$ cat src/rtl/irq_chain_pkg.sv
package irq_chain_pkg;

    // Registered state of one chain stage.
    typedef struct packed {
        logic pend;
    } stage_state_t;

endpackage

$ cat src/rtl/irq_stage.sv
module irq_stage
    import irq_chain_pkg::*;
#(
    parameter int VEC_W   = 8,
    parameter int VEC_VAL = 0
) (
    input  logic             clk,
    input  logic             rst_n,
    input  logic             req_set,
    input  logic             req_clr,
    input  logic             pri_in,
    output logic             pri_out,
    output logic             pend,
    output logic             vec_en,
    output logic [VEC_W-1:0] vec_drv
);

    localparam logic [VEC_W-1:0] MY_VEC = VEC_W'(VEC_VAL);

    stage_state_t st_d, st_q;

    // Next state: set on request, clear wins over set.
    always_comb begin
        st_d = st_q;
        if (req_set) st_d.pend = 1'b1;
        if (req_clr) st_d.pend = 1'b0;
    end

    always_ff @(posedge clk or negedge rst_n) begin
        if (!rst_n) st_q <= '0;
        else        st_q <= st_d;
    end

    // Priority rule: no priority in -> nothing; priority with no
    // pending request -> forward; priority with pending -> claim.
    always_comb begin
        pend    = st_q.pend;
        pri_out = pri_in & ~st_q.pend;
        vec_en  = pri_in &  st_q.pend;
        vec_drv = vec_en ? MY_VEC : '0;
    end

endmodule

$ cat src/rtl/irq_vec_merge.sv
module irq_vec_merge #(
    parameter int NUM_DEV = 4,
    parameter int VEC_W   = 8
) (
    input  logic [NUM_DEV-1:0][VEC_W-1:0] drv,
    input  logic [NUM_DEV-1:0]            en,
    output logic [VEC_W-1:0]              vec,
    output logic                          valid
);

    // Wired bus: OR of all driven vectors.
    always_comb begin
        vec   = '0;
        valid = 1'b0;
        for (int i = 0; i < NUM_DEV; i++) begin
            vec   = vec | drv[i];
            valid = valid | en[i];
        end
    end

endmodule

$ cat src/rtl/irq_daisy_chain.sv
module irq_daisy_chain #(
    parameter int NUM_DEV  = 4,
    parameter int VEC_W    = 8,
    parameter int VEC_BASE = 32,
    parameter int VEC_STEP = 4
) (
    input  logic               clk,
    input  logic               rst_n,
    input  logic [NUM_DEV-1:0] dev_req,
    input  logic [NUM_DEV-1:0] clr,
    input  logic               ack,
    output logic               int_req,
    output logic [VEC_W-1:0]   vec_out,
    output logic               vec_valid
);

    logic [NUM_DEV:0]                chain_pri;
    logic [NUM_DEV-1:0]              stage_pend;
    logic [NUM_DEV-1:0]              stage_ven;
    logic [NUM_DEV-1:0][VEC_W-1:0]   stage_vec;

    assign chain_pri[0] = ack;

    for (genvar i = 0; i < NUM_DEV; i++) begin : g_stage
        localparam int STAGE_VEC = VEC_BASE + i * VEC_STEP;
        irq_stage #(
            .VEC_W  (VEC_W),
            .VEC_VAL(STAGE_VEC)
        ) u_stage (
            .clk    (clk),
            .rst_n  (rst_n),
            .req_set(dev_req[i]),
            .req_clr(clr[i]),
            .pri_in (chain_pri[i]),
            .pri_out(chain_pri[i+1]),
            .pend   (stage_pend[i]),
            .vec_en (stage_ven[i]),
            .vec_drv(stage_vec[i])
        );
    end

    // Shared request line: open-collector modelled as OR.
    assign int_req = |stage_pend;

    irq_vec_merge #(
        .NUM_DEV(NUM_DEV),
        .VEC_W  (VEC_W)
    ) u_merge (
        .drv  (stage_vec),
        .en   (stage_ven),
        .vec  (vec_out),
        .valid(vec_valid)
    );

endmodule

$ cat config.mk
export PLATFORM = sky130hd
export DESIGN_NAME = irq_daisy_chain
export DESIGN_NICKNAME = d
export VERILOG_FILES = /design/src/rtl/irq_chain_pkg.sv /design/src/rtl/irq_stage.sv /design/src/rtl/irq_vec_merge.sv /design/src/rtl/irq_daisy_chain.sv
export SDC_FILE = /design/constraint.sdc
export NUM_CORES = 1
export LEC_CHECK = 0
export ABC_AREA = 1
export BUFFER_PORTS_ARGS = -buffer_cell sky130_fd_sc_hd__buf_2
export CORE_MARGIN = 10
export CORE_UTILIZATION = 39
export CTS_CLUSTER_SIZE = 20
export DETAILED_ROUTE_END_ITERATION = 10
export GPL_ROUTABILITY_DRIVEN = 0
export PLACE_DENSITY_LB_ADDON = 0.12
export SLEW_MARGIN = 20
export SYNTH_ARGS = -nofsm -noshare
export SYNTH_HDL_FRONTEND = slang
export SYNTH_HIERARCHICAL = 1
export SYNTH_SLANG_ARGS = --single-unit
$ cat constraint.sdc
create_clock -name clk -period 1.4 [get_ports clk]
set_input_delay 0.28 -clock clk [delete_from_list [all_inputs] [get_ports clk]]
set_output_delay 0.28 -clock clk [all_outputs]
set_load 0.01 [all_outputs]
==> results of run 1 <==
[power groups by stage]
stage	Sequential (uW)	Combinational, uW	Clock (uW)
2_1_floorplan	131	115	0
6_report	130	101	138
3_3_place_gp	131	96.4	0
5_1_grt	132	121	154
4_1_cts	130	100	149
3_5_place_dp	131	97.0	0
[repair_timing]
action	in CTS	in global routing
setup endpoints to repair	4	4
resized for setup	2	1
pin swaps	0	2
hold endpoints to repair	4	0
hold buffers	1	0
[worst min-delay path by stage]
stage / endpoint / slack, ns / cells after the start
2_1_floorplan: g_stage[0].u_stage/pend$_DFFE_PN0P_ / -0.02 / 0
3_3_place_gp: g_stage[1].u_stage/pend$_DFFE_PN0P_ / 0.09 / 1
3_5_place_dp: g_stage[2].u_stage/pend$_DFFE_PN0P_ / 0.09 / 1
4_1_cts: g_stage[1].u_stage/pend$_DFFE_PN0P_ / 0.18 / 2
5_1_grt: g_stage[1].u_stage/pend$_DFFE_PN0P_ / 0.19 / 2
6_report: g_stage[1].u_stage/pend$_DFFE_PN0P_ / 0.20 / 2
[metrics by stage]
stage	hold slack (ns)	power, uW
after floorplan	-0.01559	246.2
after global placement	0.08599	227.4
after detailed placement	0.08707	228.0
after CTS	0.1847	378.9
after global routing	0.1936	407.0
final	0.1956	368.9
[cell type report]
class / count / share of cell area, %
timing repair buffer: 19 / 19.95
multi-input combinational: 69 / 48.96
tap: 15 / 3.480
inverter: 7 / 4.872
sequential: 4 / 18.56
clock buffer: 3 / 4.176
[routing by layer]
metal / global-route usage, % / share of wire (%) / up-vias
li1: - / - / 231
met1: 5.788 / 48 / 128
met2: 7.515 / 39 / 16
met3: 2.876 / 13 / 0
met4: 4.027 / 0 / 0
met5: 0 / 0 / -
[cells in the final DEF, fill, tap and decap left out]
cell / instances
nor2_1: 29
conb_1: 24
buf_2: 15
nand2_1: 14
inv_1: 6
dfrtp_1: 4
clkbuf_4: 3
buf_4: 3
nor2_2: 2
inv_2: 1
dlygate4sd3_1: 1
==> summary.md, run 1 <==
| Metric | Value |
|---|---|
| Result of the run | complete, but fails checks |
| Failing checks | setup timing |
| Clk slew on worst S/H paths | 0.04 ns |
| Total power per unit cell area | 684.1 mW/mm^2 |
| Clk sinks | 4 |
| Maximum vdd ir drop | 0.3140 mV |
| Place WS | -0.08128 ns |
| TritonRoute pass-1 iters | 4 |
| Row count | 13 |
| Worst setup SP type | flip-flop |
| Crit. End Element | output port |
| ANT nets after route | 0 |
| Total gr overflow | 0 |
| Synthesized area | roughly 550 sq um |
| Crit path arrival time | between 1 and 1.5 ns |
| Die width | ~58 microns |
| Number of global-route vias before repair | 382 |
| Cell Area, Placed | 501.7 sq um |
| Setup CP Type | reg -> out |
| Fraction of layout cells with a size suffix above 1 | between 20% and 30% |
| Setup_tns | -0.8904 ns |
| Critical Path Sink | vec_out[5] |
| Placed cells | 113 |
| Dpl hpwl | 694.1 microns |
| Hold WC Path Type | in -> reg |
| Hold path startpoint | clr[1] |
| Post-DR vias/cell | 3.205 |
| CP bufs+invs | 4 |
| Sequential cell area | 100.1 sq um |
| Sw Pwr | 102.7 uW |
| Cells after synthesis | just over 90 |
| Worst reg2reg path depth | 3 |
| Fin worst setup slack | -0.2275 ns |
| Final min period | between 1.5 and 2 ns |
| Post-layout util | 40.93% |
| Syn avg cell area | about 6 sq um |
| Clk_skew | 0 ns |
| Worst-path fanout max | 4 |
| Critical path's largest stage delay | about 0.38 ns |
| Internal Power | approximately 270 uW |
| R2R setup slack | roughly 0.64 ns |
| Max FFs per register | 4 |
| First-pass GRT wire length | 1435 microns |
| Multi-input gate area | ~260 sq um |
| Endpoints failing hold | 0 |
| Critical Path Stages | 10 |
| Core area | 0.001318 sq mm |
| Die ar. | between 0.003 and 0.004 sq mm |
| R2R Path Start | g_stage[1].u_stage/pend$_DFFE_PN0P_ |
| RSZ-0062 raised after global routing | true |
| Post-CTS setup buffer count | 0 |
| Crit-path leading delay family | simple AND/OR/NAND/NOR gates |
| Max-Cap Viols | 0 |
| CTS Buffer Depth | 2 |
| Slowest cell on the critical path | dfrtp_1 |
| CTS buffer count | 3 |
| Filler Cell Count | ~170 |
| IO Pins | 21 |
| Area growth syn-to-layout | -2.045% |
| Routed Wire Length | 759 microns |
| Critical path required time | 1.12 ns |
| H-tree levels | 1 |
| Endpoints failing setup | 4 |
| Largest net degree at the start of global routing | 5 |
| Vias | approximately 380 |
| Post-Layout Cell Count | 117 |
| Residual DRC | 0 |
| Worst reg2reg endpoint | g_stage[1].u_stage/pend$_DFFE_PN0P_ |
| Chip height | between 50 and 60 microns |
| Crit-path cells | nor2_2, inv_1, nor2_2, inv_1, nor2_1, nand2_1, inv_2, nor2_1, nand2_1, buf_2 |
| Ant diodes | 0 |
| CTS tree | yes |
| Syn. warnings | 6 |
| Combinational group share of total power | between 20% and 30% |
| Fin nets | 115 |
| Tcrit/Tclk final | 116.3% |
| Clock Tree Root | clkbuf_4 |
| Crit. Startpoint | g_stage[0].u_stage/pend$_DFFE_PN0P_ |
| P_leak | 0.0003662 uW |
| Port Buffer Count | 15 |
| GRT Util Overall | under 10% |
| Sequential power share | 35.3% |
| Initial antenna violation count | 0 |
| Fmax | 614.4 MHz |
| Worst-Skew Late Latency | 0.23 ns |
| Sw frac | about 28% |
| Max-slew violations | 0 |
| DRT iter0 DRCs | 2 |
| DR WL/cell | 6.487 microns |
| Initial Util | 41.79% |
| Final instance area | 539.3 sq um |
| Clk pwr share | 37.4% |
Power figures use the tool's default switching activity.
==> run 2: changes to the inputs <==
--- a/config.mk
+++ b/config.mk
@@ -6,11 +6,12 @@
 export NUM_CORES = 1
 export LEC_CHECK = 0
 export ABC_AREA = 1
-export BUFFER_PORTS_ARGS = -buffer_cell sky130_fd_sc_hd__buf_2
+export CORE_ASPECT_RATIO = 1.1
 export CORE_MARGIN = 10
 export CORE_UTILIZATION = 39
 export CTS_CLUSTER_SIZE = 20
 export DETAILED_ROUTE_END_ITERATION = 10
+export DONT_BUFFER_PORTS = 1
 export GPL_ROUTABILITY_DRIVEN = 0
 export PLACE_DENSITY_LB_ADDON = 0.12
 export SLEW_MARGIN = 20
==> summary.md, run 2 (synthesis gave the netlist of run 1 again) <==
| Metric | Value |
|---|---|
| Result of the run | complete, but fails checks |
| Failing checks | setup timing |
| Hold slack | 0.1061 ns (-0.08951 ns) |
| Chip height | 59.41 microns (+3.2%) |
| Clk sinks | 4 (unchanged) |
| DR WL/cell | 8.029 microns (+24%) |
| ANT nets after route | 0 (unchanged) |
| Clock Tree Root | clkbuf_4 |
| Die width | 55.82 microns (-3.0%) |
| Ant diodes | 0 (unchanged) |
| Fraction of layout cells with a size suffix above 1 | 11.36% (-12 points) |
| Crit path arrival time | 1.30 ns (-0.05 ns) |
| Port Buffer Count | 0 (-15) |
| Cell Area, Placed | 412.9 sq um (-18%) |
| Endpoints failing hold | 0 (unchanged) |
| Initial Util | 40.82% (-0.97 points) |
| Setup CP Type | reg -> out |
| Clk_skew | 0 ns (unchanged) |
| Fmax | 632.1 MHz (+2.9%) |
| Most frequent cells in the layout | 29 x nor2_1, 24 x conb_1, 14 x nand2_1 |
| CTS Buffer Depth | 2 (unchanged) |
| Fin nets | 101 (-12%) |
| Worst setup SP type | flip-flop |
| Worst-Skew Late Latency | 0.23 ns (about the same) |
| Number of global-route vias before repair | 334 (-13%) |
| Final min period | 1.582 ns (-0.04556 ns) |
| GRT Util Overall | 5.077% (-0.24 points) |
| RSZ-0062 raised after global routing | true |
| First-pass GRT wire length | 1317 microns (-8.2%) |
| Crit. End Element | output port |
| Hold WC Path Type | in -> reg |
| Max-slew violations | 0 (unchanged) |
| Design Power | 356.2 uW (-3.5%) |
| Initial antenna violation count | 0 (unchanged) |
| Row count | 14 (+1) |
| Maximum vdd ir drop | 0.3719 mV (+18%) |
| Core area | 0.001349 sq mm (+2.4%) |
| Clk slew on worst S/H paths | 0.04 ns (about the same) |
| Final instance area | 473.0 sq um (-12%) |
| CTS buffer count | 3 (unchanged) |
| Total power per unit cell area | 753.0 mW/mm^2 (+10%) |
| Fin worst setup slack | -0.1820 ns (+0.04556 ns) |
| Max FFs per register | 4 (unchanged) |
| Setup_tns | -0.7184 ns (+0.1719 ns) |
| Residual DRC | 0 (unchanged) |
| Dpl hpwl | 672.3 microns (-3.1%) |
| Die ar. | 0.003316 sq mm (about the same) |
| Max-Cap Viols | 0 (unchanged) |
| DRT iter0 DRCs | 3 (+1) |
| Endpoints failing setup | 4 (unchanged) |
| TritonRoute pass-1 iters | 4 (unchanged) |
| Post-layout util | 35.06% (-5.9 points) |
| Routed Wire Length | 835 microns (+10%) |
| H-tree levels | 1 (unchanged) |
| Area growth syn-to-layout | -14.09% |
| CTS tree | yes |
| Worst-path fanout max | 4 (unchanged) |
| P_leak | 0.0003139 uW (-14%) |
| Critical path required time | 1.12 ns (about the same) |
| Vias | 356 (-5.1%) |
| Post-DR vias/cell | 3.423 (+6.8%) |
| Total gr overflow | 0 (unchanged) |
| Commonest non-fill, non-tap cell in the layout | nor2_1 |
| IO Pins | 21 (unchanged) |
| Tcrit/Tclk final | 113.0% (-3.3 points) |
| Largest net degree at the start of global routing | 5 (unchanged) |
==> run 2: per-layer routing <==
layer	vias to the layer above	global-route usage [%]	wire (microns)	part of all wire, %
met5	-	0	0	0
met4	0	4.124	0	0
met3	0	3.004	102	12
met2	16	6.891	376	45
met1	138	5.589	356	43
li1	202	-	-	-
==> run 2: worst paths after layout <==
kind	to	slack (ns)	start	cells past startpoint
max in group asynchronous	g_stage[0].u_stage/pend$_DFFE_PN0P_	0.90	rst_n	1
min in group asynchronous	g_stage[2].u_stage/pend$_DFFE_PN0P_	0.32	rst_n	1
worst min register to register	g_stage[3].u_stage/pend$_DFFE_PN0P_	0.52	g_stage[3].u_stage/pend$_DFFE_PN0P_	2
worst max register to register	g_stage[0].u_stage/pend$_DFFE_PN0P_	0.50	g_stage[0].u_stage/pend$_DFFE_PN0P_	4
worst min-delay path	g_stage[3].u_stage/pend$_DFFE_PN0P_	0.11	clr[3]	1
worst max-delay path	vec_valid	-0.18	g_stage[0].u_stage/pend$_DFFE_PN0P_	9
==> run 2: power breakdown <==
group	total [uW]	leakage, uW	internal (uW)	switching (uW)
logic	79.4	0.000250	30.9	48.6
registers	132	0.0000500	124	7.49
clock network	145	0.0000138	96.0	49.1
==> run 2: worst max-delay path, stage by stage (launching register included) <==
cell and delay (ns):
dfrtp_1 0.38, nor2_2 0.13, inv_1 0.06, nor2_2 0.09
inv_1 0.04, nor2_1 0.07, nand2_1 0.07, inv_2 0.08
nor2_1 0.04, nand2_1 0.10
==> run 2: metrics by stage <==
stage,std cells,worst slack (ns)
3_5_place_dp,97,0.01279
4_1_cts,102,-0.1783
2_1_floorplan,112,0.006970
3_3_place_gp,97,0.03095
5_1_grt,104,-0.3029
6_report,104,-0.1820
==> run 2: cell type report <==
class / instances / area (sq um)
clock buffers: 3 / 22.52
fillers: 165 / 875.8
inverters: 7 / 26.28
multi-input cells: 69 / 264.0
flip-flops and latches: 4 / 100.1
well taps: 16 / 20.02
repair buffers: 5 / 40.04
==> run 2: repair_timing <==
item	in CTS	in global routing
gates resized for setup	2	1
hold buffers	1	0
endpoints found under the hold margin	4	0
pin swaps	4	1
endpoints found under the setup margin	4	4
buffers inserted	1	2
==> run 3: changes to the inputs <==
--- a/config.mk
+++ b/config.mk
@@ -6,6 +6,7 @@
 export NUM_CORES = 1
 export LEC_CHECK = 0
 export ABC_AREA = 1
+export CAP_MARGIN = 20
 export CORE_ASPECT_RATIO = 1.1
 export CORE_MARGIN = 10
 export CORE_UTILIZATION = 39
@@ -14,6 +15,7 @@
 export DONT_BUFFER_PORTS = 1
 export GPL_ROUTABILITY_DRIVEN = 0
 export PLACE_DENSITY_LB_ADDON = 0.12
+export REMOVE_ABC_BUFFERS = 1
 export SLEW_MARGIN = 20
 export SYNTH_ARGS = -nofsm -noshare
 export SYNTH_HDL_FRONTEND = slang
==> summary.md, run 3 (synthesis gave the netlist of run 1 again) <==
| Metric | Value |
|---|---|
| Result of the run | complete, but fails checks |
| Failing checks | setup timing |
| DRT iter0 DRCs | 2 (-1) |
| Max-Cap Viols | 0 (unchanged) |
| CTS buffer count | 3 (unchanged) |
| Largest net degree at the start of global routing | 5 (unchanged) |
| CTS tree | yes |
| Vias | 336 (-5.6%) |
| Sw frac | 28.30% (-1.2 points) |
| Max FFs per register | 4 (unchanged) |
| Sw Pwr | 96.26 uW (-8.4%) |
| Metal2 WL | 272 microns (-28%) |
| Fin worst setup slack | -0.1352 ns (+0.04680 ns) |
| Final min period | 1.535 ns (-0.04679 ns) |
| Setup CP Type | reg -> out |
| Post-Layout Cell Count | 101 (-2.9%) |
| Maximum vdd ir drop | 0.3261 mV (-12%) |
| Fmax | 651.4 MHz (+3.0%) |
| Sequential cell area | 100.1 sq um (unchanged) |
| Max-slew violations | 0 (unchanged) |
| Dpl hpwl | 668.2 microns (-0.61%) |
| H-tree levels | 1 (unchanged) |
| Crit. Startpoint | g_stage[0].u_stage/pend$_DFFE_PN0P_ |
| Wire length on met1 | 321 microns (-9.8%) |
| Place WS | 0.01852 ns (+0.005721 ns) |
| Crit-path leading delay family | simple AND/OR/NAND/NOR gates |
| Fin nets | 98 (-3.0%) |
| Clk slew on worst S/H paths | 0.04 ns (about the same) |
| Die width | 55.82 microns (unchanged) |
| Final instance area | 450.4 sq um (-4.8%) |
| CP bufs+invs | 3 (unchanged) |
| Ant diodes | 0 (unchanged) |
| TritonRoute pass-1 iters | 3 (-1) |
| Total gr overflow | 0 (unchanged) |
| Critical path's largest stage delay | 0.38 ns (about the same) |
| Most frequent cells in the layout | 29 x nor2_1, 24 x conb_1, 14 x nand2_1 |
| Worst-path fanout max | 4 (unchanged) |
| Worst-Skew Late Latency | 0.23 ns (about the same) |
| Initial antenna violation count | 0 (unchanged) |
| Multi-input gate area | 264.0 sq um (unchanged) |
| Clk pwr share | 40.6% (about the same) |
| Cell Area, Placed | 412.9 sq um (unchanged) |
| Clk sinks | 4 (unchanged) |
| Tcrit/Tclk final | 109.7% (-3.3 points) |
| Area growth syn-to-layout | -18.18% |
| Initial Util | 40.82% (unchanged) |
| Placed cells | 97 (unchanged) |
| Internal Power | 243.9 uW (-2.8%) |
| Max layer used | met3 |
| Core area | 0.001349 sq mm (unchanged) |
| Post-CTS setup buffer count | 0 (-1) |
| Port Buffer Count | 0 (unchanged) |
| CTS Buffer Depth | 2 (unchanged) |
| Endpoints failing setup | 4 (unchanged) |
| Clock Tree Root | clkbuf_4 |
| Combinational group share of total power | 20.8% (-1.5 points) |
| Commonest non-fill, non-tap cell in the layout | nor2_1 |
| Slowest cell on the critical path | dfrtp_1 |
| Wire length on met3 | 108 microns (+5.9%) |
| Post-layout util | 33.40% (-1.7 points) |
| Endpoints failing hold | 0 (unchanged) |
| Routed Wire Length | 702 microns (-16%) |
| DR WL/cell | 6.950 microns (-13%) |
| Critical path required time | 1.12 ns (about the same) |
| IO Pins | 21 (unchanged) |
| Hold WC Path Type | in -> reg |
| Crit path arrival time | 1.26 ns (-0.04 ns) |
| Hold slack | 0.1104 ns (+0.004250 ns) |
| Hold path startpoint | clr[0] |
| Number of global-route vias before repair | 315 (-5.7%) |
| R2R Path Start | g_stage[0].u_stage/pend$_DFFE_PN0P_ |
| Sequential power share | 38.6% (+1.6 points) |
| ANT nets after route | 0 (unchanged) |
| Die ar. | 0.003316 sq mm (unchanged) |
| Row count | 14 (unchanged) |
| P_leak | 0.0002986 uW (-4.9%) |
| Crit. End Element | output port |
| GRT Util Overall | 4.525% (-0.55 points) |
| Clk_skew | 0 ns (unchanged) |
| Worst setup SP type | flip-flop |
| Total power per unit cell area | 755.2 mW/mm^2 (+0.29%) |
| Residual DRC | 0 (unchanged) |
| Filler Cell Count | 170 (+3.0%) |
| Chip height | 59.41 microns (unchanged) |
| Crit-path cells | nor2_2, inv_1, nor2_2, inv_1, nor2_1, nand2_1, inv_2, nor2_1, nand2_1 |
| First-pass GRT wire length | 1173 microns (-11%) |
| Post-DR vias/cell | 3.327 (-2.8%) |
| RSZ-0062 raised after global routing | true |
| Fraction of layout cells with a size suffix above 1 | 8.235% (-3.1 points) |
==> run 3: cell types whose count changed in the layout (fill, tap and decap cells not counted) <==
cell / before / now
buf_4: 4 / 1
==> run 3: timing repair <==
action / CTS / global route
endpoints found under the setup margin: 4 / 4
hold endpoints to repair: 4 / 0
resized for setup: 2 / 1
hold buffers: 1 / 0
pin swaps: 5 / 0
==> run 3: power by group through the flow <==
stage	Sequential [uW]	Clock [uW]	Combinational [uW]
finish	131	138	70.7
global route	133	159	85.1
CTS	131	148	70.1
detailed placement	133	0	64.6
global placement	132	0	64.4
floorplan	131	0	54.6
==> run 3: area by class of cell <==
class                      count  area share (%)
tap                           16           4.444
clock buffer                   3           5.000
multi-input combinational     69           58.61
sequential                     4           22.22
timing repair buffer           2           3.889
inverter                       7           5.833
==> run 3: final timing paths <==
path	slack, ns	to	cells past startpoint
min	0.11	g_stage[0].u_stage/pend$_DFFE_PN0P_	1
min reg2reg	0.53	g_stage[3].u_stage/pend$_DFFE_PN0P_	2
min in group asynchronous	0.32	g_stage[1].u_stage/pend$_DFFE_PN0P_	1
max reg2reg	0.63	g_stage[0].u_stage/pend$_DFFE_PN0P_	3
max in group asynchronous	0.92	g_stage[3].u_stage/pend$_DFFE_PN0P_	1
max	-0.14	vec_out[5]	9
==> run 3: per-stage QoR <==
step | setup TNS (ns) | total power [uW]
floorplan | 0 | 186.0
global placement | 0 | 196.7
detailed placement | 0 | 197.2
CTS | -0.6741 | 349.0
global route | -1.067 | 376.6
finish | -0.5222 | 340.2
==> run 3: layer usage <==
metal / vias to the layer above / GRT usage [%]
met4: 0 / 4.124
li1: 198 / -
met1: 123 / 4.567
met5: - / 0
met2: 15 / 6.090
met3: 0 / 3.219
